[src/rtl/tec_pkg.sv]
package tec_pkg;

    localparam int unsigned MODE_W = 3;

    // Slave mode code that lets a trigger edge start the counter.
    localparam logic [MODE_W-1:0] MODE_TRIGGER = 3'b110;

    // Trigger polarity select codes.
    localparam logic [1:0] POL_RISE = 2'b00;
    localparam logic [1:0] POL_FALL = 2'b01;
    localparam logic [1:0] POL_BOTH = 2'b11;

endpackage

[src/rtl/tec_edge_sync.sv]
module tec_edge_sync #(
    parameter int unsigned W = 1
) (
    input  logic         clk,
    input  logic         rst_n,
    input  logic [W-1:0] async_in,
    output logic [W-1:0] sync_o,
    output logic [W-1:0] prev_o
);

    typedef struct packed {
        logic [W-1:0] meta;
        logic [W-1:0] stable;
        logic [W-1:0] prev;
    } sync_t;

    sync_t st_d, st_q;

    always_comb begin
        st_d        = st_q;
        st_d.meta   = async_in;
        st_d.stable = st_q.meta;
        st_d.prev   = st_q.stable;
    end

    always_ff @(posedge clk or negedge rst_n) begin
        if (!rst_n) st_q <= '0;
        else        st_q <= st_d;
    end

    assign sync_o = st_q.stable;
    assign prev_o = st_q.prev;

    // The previous-sample stage only ever copies the synchronized stage.
    assert_prev_tracks_R6: assert property (@(posedge clk) disable iff (!rst_n)
        1'b1 |=> prev_o == $past(sync_o));

endmodule

[src/rtl/tec_slave_ctrl.sv]
module tec_slave_ctrl
    import tec_pkg::*;
#(
    parameter int unsigned TRIG_W = 8,
    localparam int unsigned SRC_W = (TRIG_W > 1) ? $clog2(TRIG_W) : 1
) (
    input  logic              clk,
    input  logic              rst_n,
    input  logic [TRIG_W-1:0] trig_sync,
    input  logic [TRIG_W-1:0] trig_prev,
    input  logic [MODE_W-1:0] cfg_mode,
    input  logic [SRC_W-1:0]  cfg_src,
    input  logic [1:0]        cfg_pol,
    input  logic              sw_stop,
    input  logic              flag_clr,
    output logic              en_o,
    output logic              flag_o
);

    typedef struct packed {
        logic en;
        logic flag;
    } ctrl_t;

    ctrl_t c_d, c_q;
    logic  line_now, line_old, edge_r, edge_f, edge_hit, trig_hit;

    always_comb begin
        line_now = trig_sync[cfg_src];
        line_old = trig_prev[cfg_src];
        edge_r   = line_now & ~line_old;
        edge_f   = ~line_now & line_old;
        unique case (cfg_pol)
            POL_FALL: edge_hit = edge_f;
            POL_BOTH: edge_hit = edge_r | edge_f;
            default:  edge_hit = edge_r;
        endcase
        trig_hit = (cfg_mode == MODE_TRIGGER) && edge_hit;

        c_d = c_q;
        if (trig_hit) c_d.en = 1'b1;
        if (sw_stop)  c_d.en = 1'b0;
        if (flag_clr) c_d.flag = 1'b0;
        if (trig_hit) c_d.flag = 1'b1;
    end

    always_ff @(posedge clk or negedge rst_n) begin
        if (!rst_n) c_q <= '0;
        else        c_q <= c_d;
    end

    assign en_o   = c_q.en;
    assign flag_o = c_q.flag;

    assert_start_sets_flag_R2: assert property (@(posedge clk) disable iff (!rst_n)
        $rose(en_o) |-> flag_o);

    assert_no_start_other_mode_R3: assert property (@(posedge clk) disable iff (!rst_n)
        (cfg_mode != MODE_TRIGGER) |=> !(en_o && !$past(en_o)));

    assert_flag_sticky_R8: assert property (@(posedge clk) disable iff (!rst_n)
        (flag_o && !flag_clr) |=> flag_o);

    assert_stop_clears_R12: assert property (@(posedge clk) disable iff (!rst_n)
        sw_stop |=> !en_o);

endmodule

[src/rtl/tec_counter.sv]
module tec_counter #(
    parameter int unsigned CNT_W = 16
) (
    input  logic             clk,
    input  logic             rst_n,
    input  logic             ext_sync,
    input  logic             ext_prev,
    input  logic             run_en,
    input  logic             freeze,
    input  logic             wr,
    input  logic [CNT_W-1:0] wr_val,
    output logic [CNT_W-1:0] cnt_o
);

    localparam logic [CNT_W-1:0] ONE = CNT_W'(1);

    typedef struct packed {
        logic [CNT_W-1:0] cnt;
    } cnt_t;

    cnt_t s_d, s_q;
    logic tick;

    always_comb begin
        tick = ext_sync & ~ext_prev & run_en & ~freeze;
        s_d  = s_q;
        if (wr)        s_d.cnt = wr_val;
        else if (tick) s_d.cnt = s_q.cnt + ONE;
    end

    always_ff @(posedge clk or negedge rst_n) begin
        if (!rst_n) s_q <= '0;
        else        s_q <= s_d;
    end

    assign cnt_o = s_q.cnt;

    assert_hold_when_off_R6: assert property (@(posedge clk) disable iff (!rst_n)
        (!run_en && !wr) |=> $stable(cnt_o));

    assert_hold_in_freeze_R9: assert property (@(posedge clk) disable iff (!rst_n)
        (freeze && !wr) |=> $stable(cnt_o));

    assert_step_or_wrap_R7: assert property (@(posedge clk) disable iff (!rst_n)
        !wr |=> (cnt_o == $past(cnt_o)) || (cnt_o == CNT_W'($past(cnt_o) + ONE)));

    assert_load_R11: assert property (@(posedge clk) disable iff (!rst_n)
        wr |=> cnt_o == $past(wr_val));

endmodule

[src/rtl/tec_out_stage.sv]
module tec_out_stage #(
    parameter int unsigned OUT_W = 2
) (
    input  logic             clk,
    input  logic             rst_n,
    input  logic             moe,
    input  logic             freeze,
    input  logic             off_idle,
    input  logic [OUT_W-1:0] idle_lvl,
    input  logic [OUT_W-1:0] data_in,
    output logic [OUT_W-1:0] pin_val,
    output logic [OUT_W-1:0] pin_oe
);

    typedef struct packed {
        logic [OUT_W-1:0] val;
        logic [OUT_W-1:0] oe;
    } out_t;

    out_t o_d, o_q;

    always_comb begin
        o_d = o_q;
        if (moe && !freeze) begin
            o_d.val = data_in;
            o_d.oe  = '1;
        end else if (off_idle) begin
            o_d.val = idle_lvl;
            o_d.oe  = '1;
        end else begin
            o_d.val = '0;
            o_d.oe  = '0;
        end
    end

    always_ff @(posedge clk or negedge rst_n) begin
        if (!rst_n) o_q <= '0;
        else        o_q <= o_d;
    end

    assign pin_val = o_q.val;
    assign pin_oe  = o_q.oe;

    assert_release_hiz_R10: assert property (@(posedge clk) disable iff (!rst_n)
        ((!moe || freeze) && !off_idle) |=> (pin_oe == '0));

    assert_idle_level_R10: assert property (@(posedge clk) disable iff (!rst_n)
        ((!moe || freeze) && off_idle) |=> (pin_val == $past(idle_lvl)));

    assert_pass_data_R10: assert property (@(posedge clk) disable iff (!rst_n)
        (moe && !freeze) |=> (pin_val == $past(data_in)) && (pin_oe == '1));

endmodule

[src/rtl/trig_extclk_counter.sv]
module trig_extclk_counter
    import tec_pkg::*;
#(
    parameter int unsigned CNT_W  = 16,
    parameter int unsigned TRIG_W = 8,
    parameter int unsigned OUT_W  = 2,
    localparam int unsigned SRC_W = (TRIG_W > 1) ? $clog2(TRIG_W) : 1
) (
    input  logic              clk,
    input  logic              rst_n,
    input  logic [TRIG_W-1:0] trig_in,
    input  logic              ext_clk_in,
    input  logic [MODE_W-1:0] cfg_mode,
    input  logic [SRC_W-1:0]  cfg_src,
    input  logic [1:0]        cfg_pol,
    input  logic              sw_stop,
    input  logic              flag_clr,
    input  logic              cnt_wr,
    input  logic [CNT_W-1:0]  cnt_wr_val,
    input  logic              dbg_freeze,
    input  logic              cfg_moe,
    input  logic              cfg_off_idle,
    input  logic [OUT_W-1:0]  cfg_idle_lvl,
    input  logic [OUT_W-1:0]  oc_in,
    output logic [CNT_W-1:0]  count,
    output logic              cnt_en,
    output logic              trig_flag,
    output logic [OUT_W-1:0]  out_val,
    output logic [OUT_W-1:0]  out_oe
);

    logic [TRIG_W-1:0] trig_sync, trig_prev;
    logic              ext_sync, ext_prev;

    tec_edge_sync #(.W(TRIG_W)) u_trig_sync (
        .clk      (clk),
        .rst_n    (rst_n),
        .async_in (trig_in),
        .sync_o   (trig_sync),
        .prev_o   (trig_prev)
    );

    tec_edge_sync #(.W(1)) u_ext_sync (
        .clk      (clk),
        .rst_n    (rst_n),
        .async_in (ext_clk_in),
        .sync_o   (ext_sync),
        .prev_o   (ext_prev)
    );

    tec_slave_ctrl #(.TRIG_W(TRIG_W)) u_ctrl (
        .clk       (clk),
        .rst_n     (rst_n),
        .trig_sync (trig_sync),
        .trig_prev (trig_prev),
        .cfg_mode  (cfg_mode),
        .cfg_src   (cfg_src),
        .cfg_pol   (cfg_pol),
        .sw_stop   (sw_stop),
        .flag_clr  (flag_clr),
        .en_o      (cnt_en),
        .flag_o    (trig_flag)
    );

    tec_counter #(.CNT_W(CNT_W)) u_cnt (
        .clk      (clk),
        .rst_n    (rst_n),
        .ext_sync (ext_sync),
        .ext_prev (ext_prev),
        .run_en   (cnt_en),
        .freeze   (dbg_freeze),
        .wr       (cnt_wr),
        .wr_val   (cnt_wr_val),
        .cnt_o    (count)
    );

    tec_out_stage #(.OUT_W(OUT_W)) u_out (
        .clk      (clk),
        .rst_n    (rst_n),
        .moe      (cfg_moe),
        .freeze   (dbg_freeze),
        .off_idle (cfg_off_idle),
        .idle_lvl (cfg_idle_lvl),
        .data_in  (oc_in),
        .pin_val  (out_val),
        .pin_oe   (out_oe)
    );

endmodule

[config.mk]
export PLATFORM = sky130hd
export DESIGN_NAME = trig_extclk_counter
export DESIGN_NICKNAME = d
export VERILOG_FILES = /design/src/rtl/tec_pkg.sv /design/src/rtl/tec_edge_sync.sv /design/src/rtl/tec_slave_ctrl.sv /design/src/rtl/tec_counter.sv /design/src/rtl/tec_out_stage.sv /design/src/rtl/trig_extclk_counter.sv
export SDC_FILE = /design/constraint.sdc
export NUM_CORES = 1
export LEC_CHECK = 0
export ABC_AREA = 0
export CAP_MARGIN = 0
export CELL_PAD_IN_SITES_DETAIL_PLACEMENT = 1
export CELL_PAD_IN_SITES_GLOBAL_PLACEMENT = 1
export CORE_ASPECT_RATIO = 1.5
export CORE_UTILIZATION = 35
export CTS_CLUSTER_DIAMETER = 50
export DETAILED_ROUTE_END_ITERATION = 10
export PLACE_DENSITY_LB_ADDON = 0.1
export SKIP_CTS_REPAIR_TIMING = 1
export SLEW_MARGIN = 15
export SYNTH_ARGS = -nofsm -noshare
export SYNTH_HDL_FRONTEND = slang
export SYNTH_SLANG_ARGS = --single-unit
[constraint.sdc]
create_clock -name clk -period 2.6 [get_ports clk]
set_input_delay 0.65 -clock clk [delete_from_list [all_inputs] [get_ports clk]]
set_output_delay 0.65 -clock clk [all_outputs]
set_load 0.02 [all_outputs]
## Word-level counts from Yosys, hierarchy flattened

Cells that the tools add are included.

- Bitwise logic cells: 10
- Magnitude comparators: 1
- Equal/unequal tests: 3
- Add/sub/neg operators: 1
- Mux-type cells: 13
- Reductions and logical operators: 6

Operators with widths:

| operator | count |
|---|---|
| $mux W16 | 2 |
| $add A16 B1 Y16 const B | 1 |
| $mux W4 | 2 |
| $bmux W1 S3 | 2 |
| $mux W1 | 6 |
| $reduce_bool A2 Y1 | 3 |
| $and A1 B1 Y1 | 5 |
| $lt A3 B4 Y1 const B | 1 |
| $not A1 Y1 | 4 |
| $eq A3 B3 Y1 const B | 1 |
| $eq A2 B1 Y1 const B | 1 |
| $eq A2 B2 Y1 const B | 1 |
| $logic_and A1 B1 Y1 | 2 |
| $pmux W1 S2 | 1 |
| $logic_not A1 Y1 | 1 |
| $or A1 B1 Y1 | 1 |

- Output and inout port bits: 22
- Register bits: 49

## Depth between registers and ports, before layout

Gate-level depths: netlist (run 1).

- Word-level depth: 9
- Gate-level depth with buffers: 8

## By module

Synthesis (run 1) repeated with hierarchy kept, for this count alone.

- Cells, all modules: 166
- Area, all modules: 2043.2 um^2

By module, submodules not included:

| module | area each (um^2) | instances | cells each |
|---|---|---|---|
| tec_counter | 917.1 | 1 | 99 |
| tec_edge_sync (u_trig_sync) | 660.6 | 1 | 32 |
| tec_slave_ctrl | 255.2 | 1 | 20 |
| tec_out_stage | 135.1 | 1 | 12 |
| tec_edge_sync (u_ext_sync) | 75.1 | 1 | 3 |

## Worst setup path after synthesis (run 1)

No wires, ideal clock.

- Path type: input to register
- Start: input cfg_src[0]
- End: register u_ctrl.c_q, in the netlist u_ctrl.en_o
- Data arrival time: 2.159 ns
- Stages on the path: 8
- Path slack: 0.363 ns
- Path buffers: 0
- Path through: mux4_2 mux2i_1 inv_1 ha_1 nand2_1 o211ai_1 a211o_1 a21oi_1

- Cells in the longest elaborated chain, start to end: 8

RTL lines:

| element | RTL line | text |
|---|---|---|
| from (decl) | trig_extclk_counter.sv:14 | `input logic [SRC_W-1:0] cfg_src,` |
| $bmux W1 S3 (on tied branches) | tec_slave_ctrl.sv:30, tec_slave_ctrl.sv:29 |  |
| $mux W1 (on tied branches) | tec_slave_ctrl.sv:30, tec_slave_ctrl.sv:29 |  |
| $not A1 Y1 (on tied branches) | tec_slave_ctrl.sv:31, tec_slave_ctrl.sv:32 |  |
| $and A1 B1 Y1 (on tied branches) | tec_slave_ctrl.sv:31, tec_slave_ctrl.sv:32 |  |
| $or A1 B1 Y1 | tec_slave_ctrl.sv:35 | `POL_BOTH: edge_hit = edge_r \| edge_f;` |
| $pmux W1 S2 * | tec_slave_ctrl.sv:33 | `unique case (cfg_pol)` |
| $logic_and A1 B1 Y1 * | tec_slave_ctrl.sv:38 | `trig_hit = (cfg_mode == MODE_TRIGGER) && edge_hit;` |
| $reduce_bool A2 Y1 (no line) * | -- |  |
| to (signal assigned) | tec_slave_ctrl.sv:48 | `if (!rst_n) c_q <= '0;` |
| to (signal assigned) | tec_slave_ctrl.sv:49 | `else c_q <= c_d;` |
| to (decl) | tec_slave_ctrl.sv:25 | `ctrl_t c_d, c_q;` |

Every way passes the cells marked *; elsewhere a longest branch is shown, timed or not. The select of a mux whose other input is x is not followed.
A chain may end at the register's enable or synchronous reset.

## Worst setup path in the final report (run 1)

- Start: input cfg_src[1]
- End: register u_ctrl.c_q, in the netlist u_ctrl.en_o

Same word-level chain as after synthesis.

==> results by group, run 1 <==
STA
  – Hold Vio Cnt, Final: 0
  – Fin crit share: 94.4%
  – Final setup viols: 0
  – Relative slew slack: 68.5%
  – Maximum clock rate: ~410 MHz
  – Worst Max-Slew Pin Slew: 0.473 ns
  – Final Critical Period: roughly 2.5 ns
  – RSZ-0062 raised after global routing: no
  – Fin. max-slew vios: 0
  – Post-route setup slack: between 0.1 and 0.15 ns
  – Worst Skew: 0.00341 ns
  – Hold_ws: 0.301 ns

Die
  – Top-Level Pins: 67
  – Num rows: 33
  – Die Y: between 90 and 100 um
  – Core area: 0.00553 mm^2
  – Die W: 64.3 um
  – Die area: ~0.006 mm^2
  – Starting Density: between 30% and 40%

Placed design
  – Placed inst area: about 0.0028 mm^2
  – Port Buffers: 66
  – GPL Wtd Cong: 0.798
  – DP Wirelength: ~3.8 mm
  – Worst slack, placed: -0.482 ns

Detailed routing
  – DR DRC count: 0
  – DR iter-0 viols: 46
  – Routed via count: 1596
  – Antenna Nets Post-Route: 0
  – First-pass iteration count of the detailed router: 3
  – Total Routed Length: approximately 5 mm
  – Vias per cell: approximately 5
  – Routed length per instance: approximately 15 um

Hold path
  – Tightest Hold Check Type: input pin to asynchronous set/reset pin

Status
  – Status: finished clean

GRT
  – First-pass GRT wire length: roughly 8 mm
  – Largest net degree at the start of global routing: 22
  – GRT Overall Usage: 17.7%
  – GR Overflow Total: 0
  – Antenna violations before repair: 0
  – Vias in the first global route: 1766

Pwr
  – Leakage power: 1.21 nW
  – VDD IR-drop max: about 0.00037 V
  – Power per cell area: between 600 and 700 mW/mm^2
  – Final Power: roughly 0.0018 W

Clock tree
  – Clk slew on worst S/H paths: roughly 0.090 ns
  – CTS max path bufs: 2
  – CTS tree: yes
  – Root buf cell: clkbuf_8
  – H-tree levels: 2
  – Sink Count: 48
  – Clk_lat worst skew: roughly 0.29 ns
  – Number of buffers created by CTS: 5

Logic synthesis
  – FF+latch count, synth: 48
  – Sequential share of the synthesized area: about three fifths
  – Mux cell area share after synthesis: under 10%
  – Post-Syn Area per Cell: 11.8 um^2
  – Synth Area in XOR/XNOR: roughly 4.3%
  – Mapped cell area: approximately 0.0020 mm^2
  – Leading area contributor after synthesis: dfrtp_1
  – Most common flop cell mapped by yosys: dfrtp_1
  – Synth top area share: between 50 and 60%
  – Compound-gate portion of the synthesized area: between 6 and 7%
  – Async SR Flop Fraction: 100%
  – Top cells by area, synth: dfrtp_1 59%, nand2_1 4.8%, mux4_2 4.4%
  – Post-Syn Nets: roughly 220
  – Distinct cells, synth: 34
  – Post-Synth Adder-Cell Area: 1.84%
  – Simple-gate area share of the yosys netlist: a little under a fifth
  – Syn Inst Count: 173
  – EDFF count, synth: 0
  – Syn. warnings: 0
  – Main combinational cell family by area after synthesis: simple AND/OR/NAND/NOR gates

Setup path
  – Worst path required time: about 2.8 ns
  – Worst Path Max Fanout: 4
  – Startpoint types: input pin
  – Critical Path, Cell by Cell: clkdlybuf4s50_1 > mux4_2 > mux2i_2 > inv_1 > ha_1 > nand2_1 > o211ai_1 > a211o_1 > a21oi_1
  – WP buf/inv: 2
  – Crit. End Element: flop
  – Critical path's largest stage delay: between 0.5 and 0.6 ns
  – CP max-delay cell: clkdlybuf4s50_1
  – Type of the worst setup path: input pin to flop
  – Critical path arrival: approximately 2.7 ns
  – CP top delay family: buffers and inverters

Layout
  – Final Util: between 50% and 60%
  – N_diodes: 0
  – Area Growth Syn to Fin: 44.4%
  – Layout cells sized above 1: approximately 10%
  – Commonest non-fill, non-tap cells in the layout: 64 x clkdlybuf4s50_1, 48 x dfrtp_1, 26 x nand2_1
  – Commonest non-fill, non-tap cell in the layout: clkdlybuf4s50_1
  – Nets: around 300
  – Filler Cell Count: between 600 and 700
  – Finished Cell Area: between 0.002 and 0.003 mm^2

Job
  – Max cap viols: 0
-- logic make-up (layout without fill, tap and decap cells) --
group,count (synthesis),in the layout
AOI/OAI and AO/OA,25,25
adders and majority gates,3,3
muxes,9,9
buffers and inverters,12,87
xor gates and xnor gates,10,10
DFF,48,48
and+or+nand+nor,66,66
-- layout make-up --
type / count / area [um^2] / area share (%)
Clock buffer: 5 / 68.8 / 2.34
Clock inverter: 3 / 68.8 / 2.34
Inverter: 6 / 22.5 / 0.765
Multi-Input combinational cell: 113 / 786 / 26.7
Sequential cell: 48 / 1200 / 40.8
Tap cell: 70 / 87.6 / 2.97
Timing Repair Buffer: 73 / 711 / 24.1
-- sequential cells by signal (all words and copies together) (netlist names) --
signal              flops
u_cnt.cnt_o            16
u_ctrl.en_o             1
u_ctrl.flag_o           1
u_ext_sync.prev_o       1
u_ext_sync.st_d         1
u_ext_sync.sync_o       1
u_out.pin_oe            1
u_out.pin_val           2
u_trig_sync.prev_o      8
u_trig_sync.st_d        8
u_trig_sync.sync_o      8
-- metal layers --
| layer | share of wire, % | routed length [um] | GRT usage (%) |
|---|---|---|---|
| met4 | 1.9 | 93 | 6.11 |
| met3 | 4.5 | 220 | 3.83 |
| met2 | 54 | 2660 | 33.2 |
| met1 | 40 | 1960 | 19.3 |
| met5 | 0 | 0 | 0 |
-- report_power, final --
group          switching (W)  internal (W)
sequential         0.0000514      0.000795
clock               0.000252      0.000387
combinational       0.000124      0.000163
-- stage by stage --
step                setup TNS (ns)  cells
floorplan                        0    173
global placement            -0.769    310
detailed placement          -0.904    310
CTS                         -0.288    318
global route                     0    318
finish                           0    318
-- synth_stat cells (2+ instances only) --
cell	instances
o21ai_1	3
nand4_1	5
xnor2_1	5
nor3_1	3
xor2_1	5
nand2b_1	3
a21oi_1	2
mux4_2	4
inv_1	6
a31oi_1	2
nor4_1	4
nor2b_1	4
ha_1	3
mux2i_1	5
o211ai_1	2
nor2_1	2
clkbuf_1	3
o21ai_0	13
and3_1	3
and4_1	2
nand3_1	7
dfrtp_1	48
buf_4	3
nand2_1	26
-- worst paths after layout --
path	startpoint	to	slack (ns)	cells after the start
worst max-delay path	cfg_src[1]	u_ctrl.en_o	0.14	9
worst min-delay path	rst_n	u_ext_sync.sync_o	0.30	1
worst max register to register	u_trig_sync.prev_o[3]	u_ctrl.en_o	0.51	8
worst min register to register	u_trig_sync.st_d[9]	u_trig_sync.sync_o[1]	0.36	0
max in group asynchronous	rst_n	u_trig_sync.st_d[9]	1.69	2
min in group clk	u_trig_sync.st_d[9]	u_trig_sync.sync_o[1]	0.36	0
(Power assumes the default switching activity.)
==> inputs of run 2 (changes only) <==
--- a/config.mk
+++ b/config.mk
@@ -13,7 +13,7 @@
 export CORE_UTILIZATION = 35
 export CTS_CLUSTER_DIAMETER = 50
 export DETAILED_ROUTE_END_ITERATION = 10
-export PLACE_DENSITY_LB_ADDON = 0.1
+export PLACE_DENSITY = 0.89
 export SKIP_CTS_REPAIR_TIMING = 1
 export SLEW_MARGIN = 15
 export SYNTH_ARGS = -nofsm -noshare
==> run 2 against run 1 <==
  * Flip-flop and latch count is the same
  * Cell area decreased by 1.3%
  * Largest power group unchanged
  * Largest cell class unchanged
  * Clock skew up 0.0011 ns
  * Register-to-register slack hardly changed
  * Clock power shrank 13%
  * Non-clock buffer count down 2
  * Via count is 1.0% lower
  * First-iteration DRC count is 2.2% higher
  * Global-route usage increased by 0.79 points
  * Fmax is 0.41% lower
  * Wire length is 5.4% higher
  * Sequential share of layout area grew 0.53 points
==> results by group, run 2 (same netlist as run 1, synthesis figures left out) <==
STA
  – Final setup viols: 0
  – Final Critical Period: approximately 2.5 ns
  – Fin crit share: between 90% and 100%
  – Worst Max-Slew Pin Slew: ~0.60 ns
  – Relative slew slack: 59.8%
  – Fin. max-slew vios: 0
  – RSZ-0062 raised after global routing: no
  – Maximum clock rate: a little over 400 MHz
  – Setup TNS: 0 ns
  – Hold Vio Cnt, Final: 0
  – Hold_ws: ~0.35 ns
  – Worst Skew: 0.00447 ns

Setup path
  – Critical Path, Cell by Cell: clkdlybuf4s50_1 > mux4_2 > mux2i_1 > inv_1 > ha_1 > nand2_1 > o211ai_1 > a211o_1 > a21oi_1
  – Worst Path Max Fanout: 4
  – Crit. End Element: flop
  – Type of the worst setup path: input pin to flop
  – Startpoint types: input pin
  – WP buf/inv: 2
  – Worst path required time: 2.83 ns
  – Critical path's largest stage delay: 0.58 ns
  – CP top delay family: buffers and inverters
  – CP max-delay cell: clkdlybuf4s50_1
  – Critical path arrival: 2.69 ns

Job
  – Max cap viols: 0

Die
  – Die area: approximately 0.0061 mm^2
  – Num rows: 33
  – Top-Level Pins: 67
  – Die Y: between 90 and 100 um
  – Starting Density: a little under two fifths
  – Die W: ~64 um
  – Core area: ~0.0055 mm^2

Detailed routing
  – Total Routed Length: about 5.2 mm
  – First-pass iteration count of the detailed router: 4
  – DR DRC count: 0
  – DR iter-0 viols: 47
  – Routed length per instance: about 16 um
  – Routed via count: roughly 1.6k
  – Antenna Nets Post-Route: 0
  – Vias per cell: ~5

Layout
  – Commonest non-fill, non-tap cell in the layout: clkdlybuf4s50_1
  – Multi-input gate area: 786 um^2
  – Largest register FFs: 16
  – Filler Cell Count: 619
  – Area Growth Syn to Fin: 42.6%
  – N_diodes: 0
  – Final Util: between 50% and 60%
  – Layout cells sized above 1: under 10%
  – Commonest non-fill, non-tap cells in the layout: 64 x clkdlybuf4s50_1, 48 x dfrtp_1, 26 x nand2_1
  – Nets: around 300
  – Storage cell area: between 0.001 and 0.0015 mm^2

Clock tree
  – H-tree levels: 2
  – Number of buffers created by CTS: 5
  – Clk slew on worst S/H paths: 0.09 ns
  – CTS tree: yes
  – Sink Count: 48
  – Root buf cell: clkbuf_8
  – Clk_lat worst skew: 0.30 ns
  – CTS max path bufs: 2

GRT
  – Largest net degree at the start of global routing: slightly below 50
  – Vias in the first global route: roughly 1.7k
  – Antenna violations before repair: 0
  – First-pass GRT wire length: about 8.3 mm
  – GR Overflow Total: 0
  – GRT Overall Usage: a little under a fifth

Pwr
  – Power per cell area: 582 mW/mm^2
  – VDD IR-drop max: between 0.0003 and 0.0004 V
  – Leakage power: approximately 1.2 nW

Placed design
  – DP Wirelength: ~3.9 mm
  – GPL Wtd Cong: about 0.73
  – Port Buffers: 66

Hold path
  – Tightest Hold Check Type: flop to flop

Status
  – Status: finished clean
## run 2: changes by cell type in the layout (fill, tap and decap cells not counted), sizes merged
cell,before,now
buf,8,6
bufinv,2,1
clkinvlp,0,1
## run 2: routing by layer
layer,vias up,share of wire (%),global-route usage [%],routed length (um)
met4,0,1.3,6.11,66
met1,782,39,19.8,2010
met3,5,2.8,2.63,147
li1,754,-,-,-
met5,-,0,0,0
met2,39,57,36.1,2970
## run 2: power breakdown
part	total, W	switching [W]	internal, W
sequential	0.000847	0.0000518	0.000795
combinational	0.000289	0.000128	0.000161
clock	0.000555	0.000265	0.000290
## run 2: final cells by class
type / count / share of cell area (%)
Inverter: 6 / 0.775
Sequential cell: 48 / 41.3
Clock inverter: 3 / 1.59
Timing Repair Buffer: 71 / 23.9
Multi-Input combinational cell: 113 / 27.0
Tap cell: 70 / 3.01
Clock buffer: 5 / 2.37
## run 2: path summary, 6_finish.rpt
path,slack (ns),endpoint,cells past startpoint,from
worst max-delay path,0.13,u_ctrl.en_o,9,cfg_src[1]
worst min-delay path,0.35,u_trig_sync.sync_o[2],0,u_trig_sync.st_d[10]
worst max register to register,0.52,u_ctrl.en_o,8,u_trig_sync.prev_o[3]
worst min register to register,0.35,u_trig_sync.sync_o[2],0,u_trig_sync.st_d[10]
max in group asynchronous,1.75,u_cnt.cnt_o[10],2,rst_n
min in group asynchronous,0.45,u_trig_sync.sync_o[2],2,rst_n
## run 2: metrics by stage
step / setup slack (ns) / instances / instance area, um^2 / total power [W]
CTS: -0.179 / 316 / 2900 / 0.00171
finish: 0.134 / 316 / 2910 / 0.00169
detailed placement: -0.506 / 308 / 2790 / 0.00115
floorplan: 0.363 / 173 / 2040 / 0.000970
global placement: -0.352 / 308 / 2790 / 0.00113
global route: 0.00772 / 316 / 2910 / 0.00177
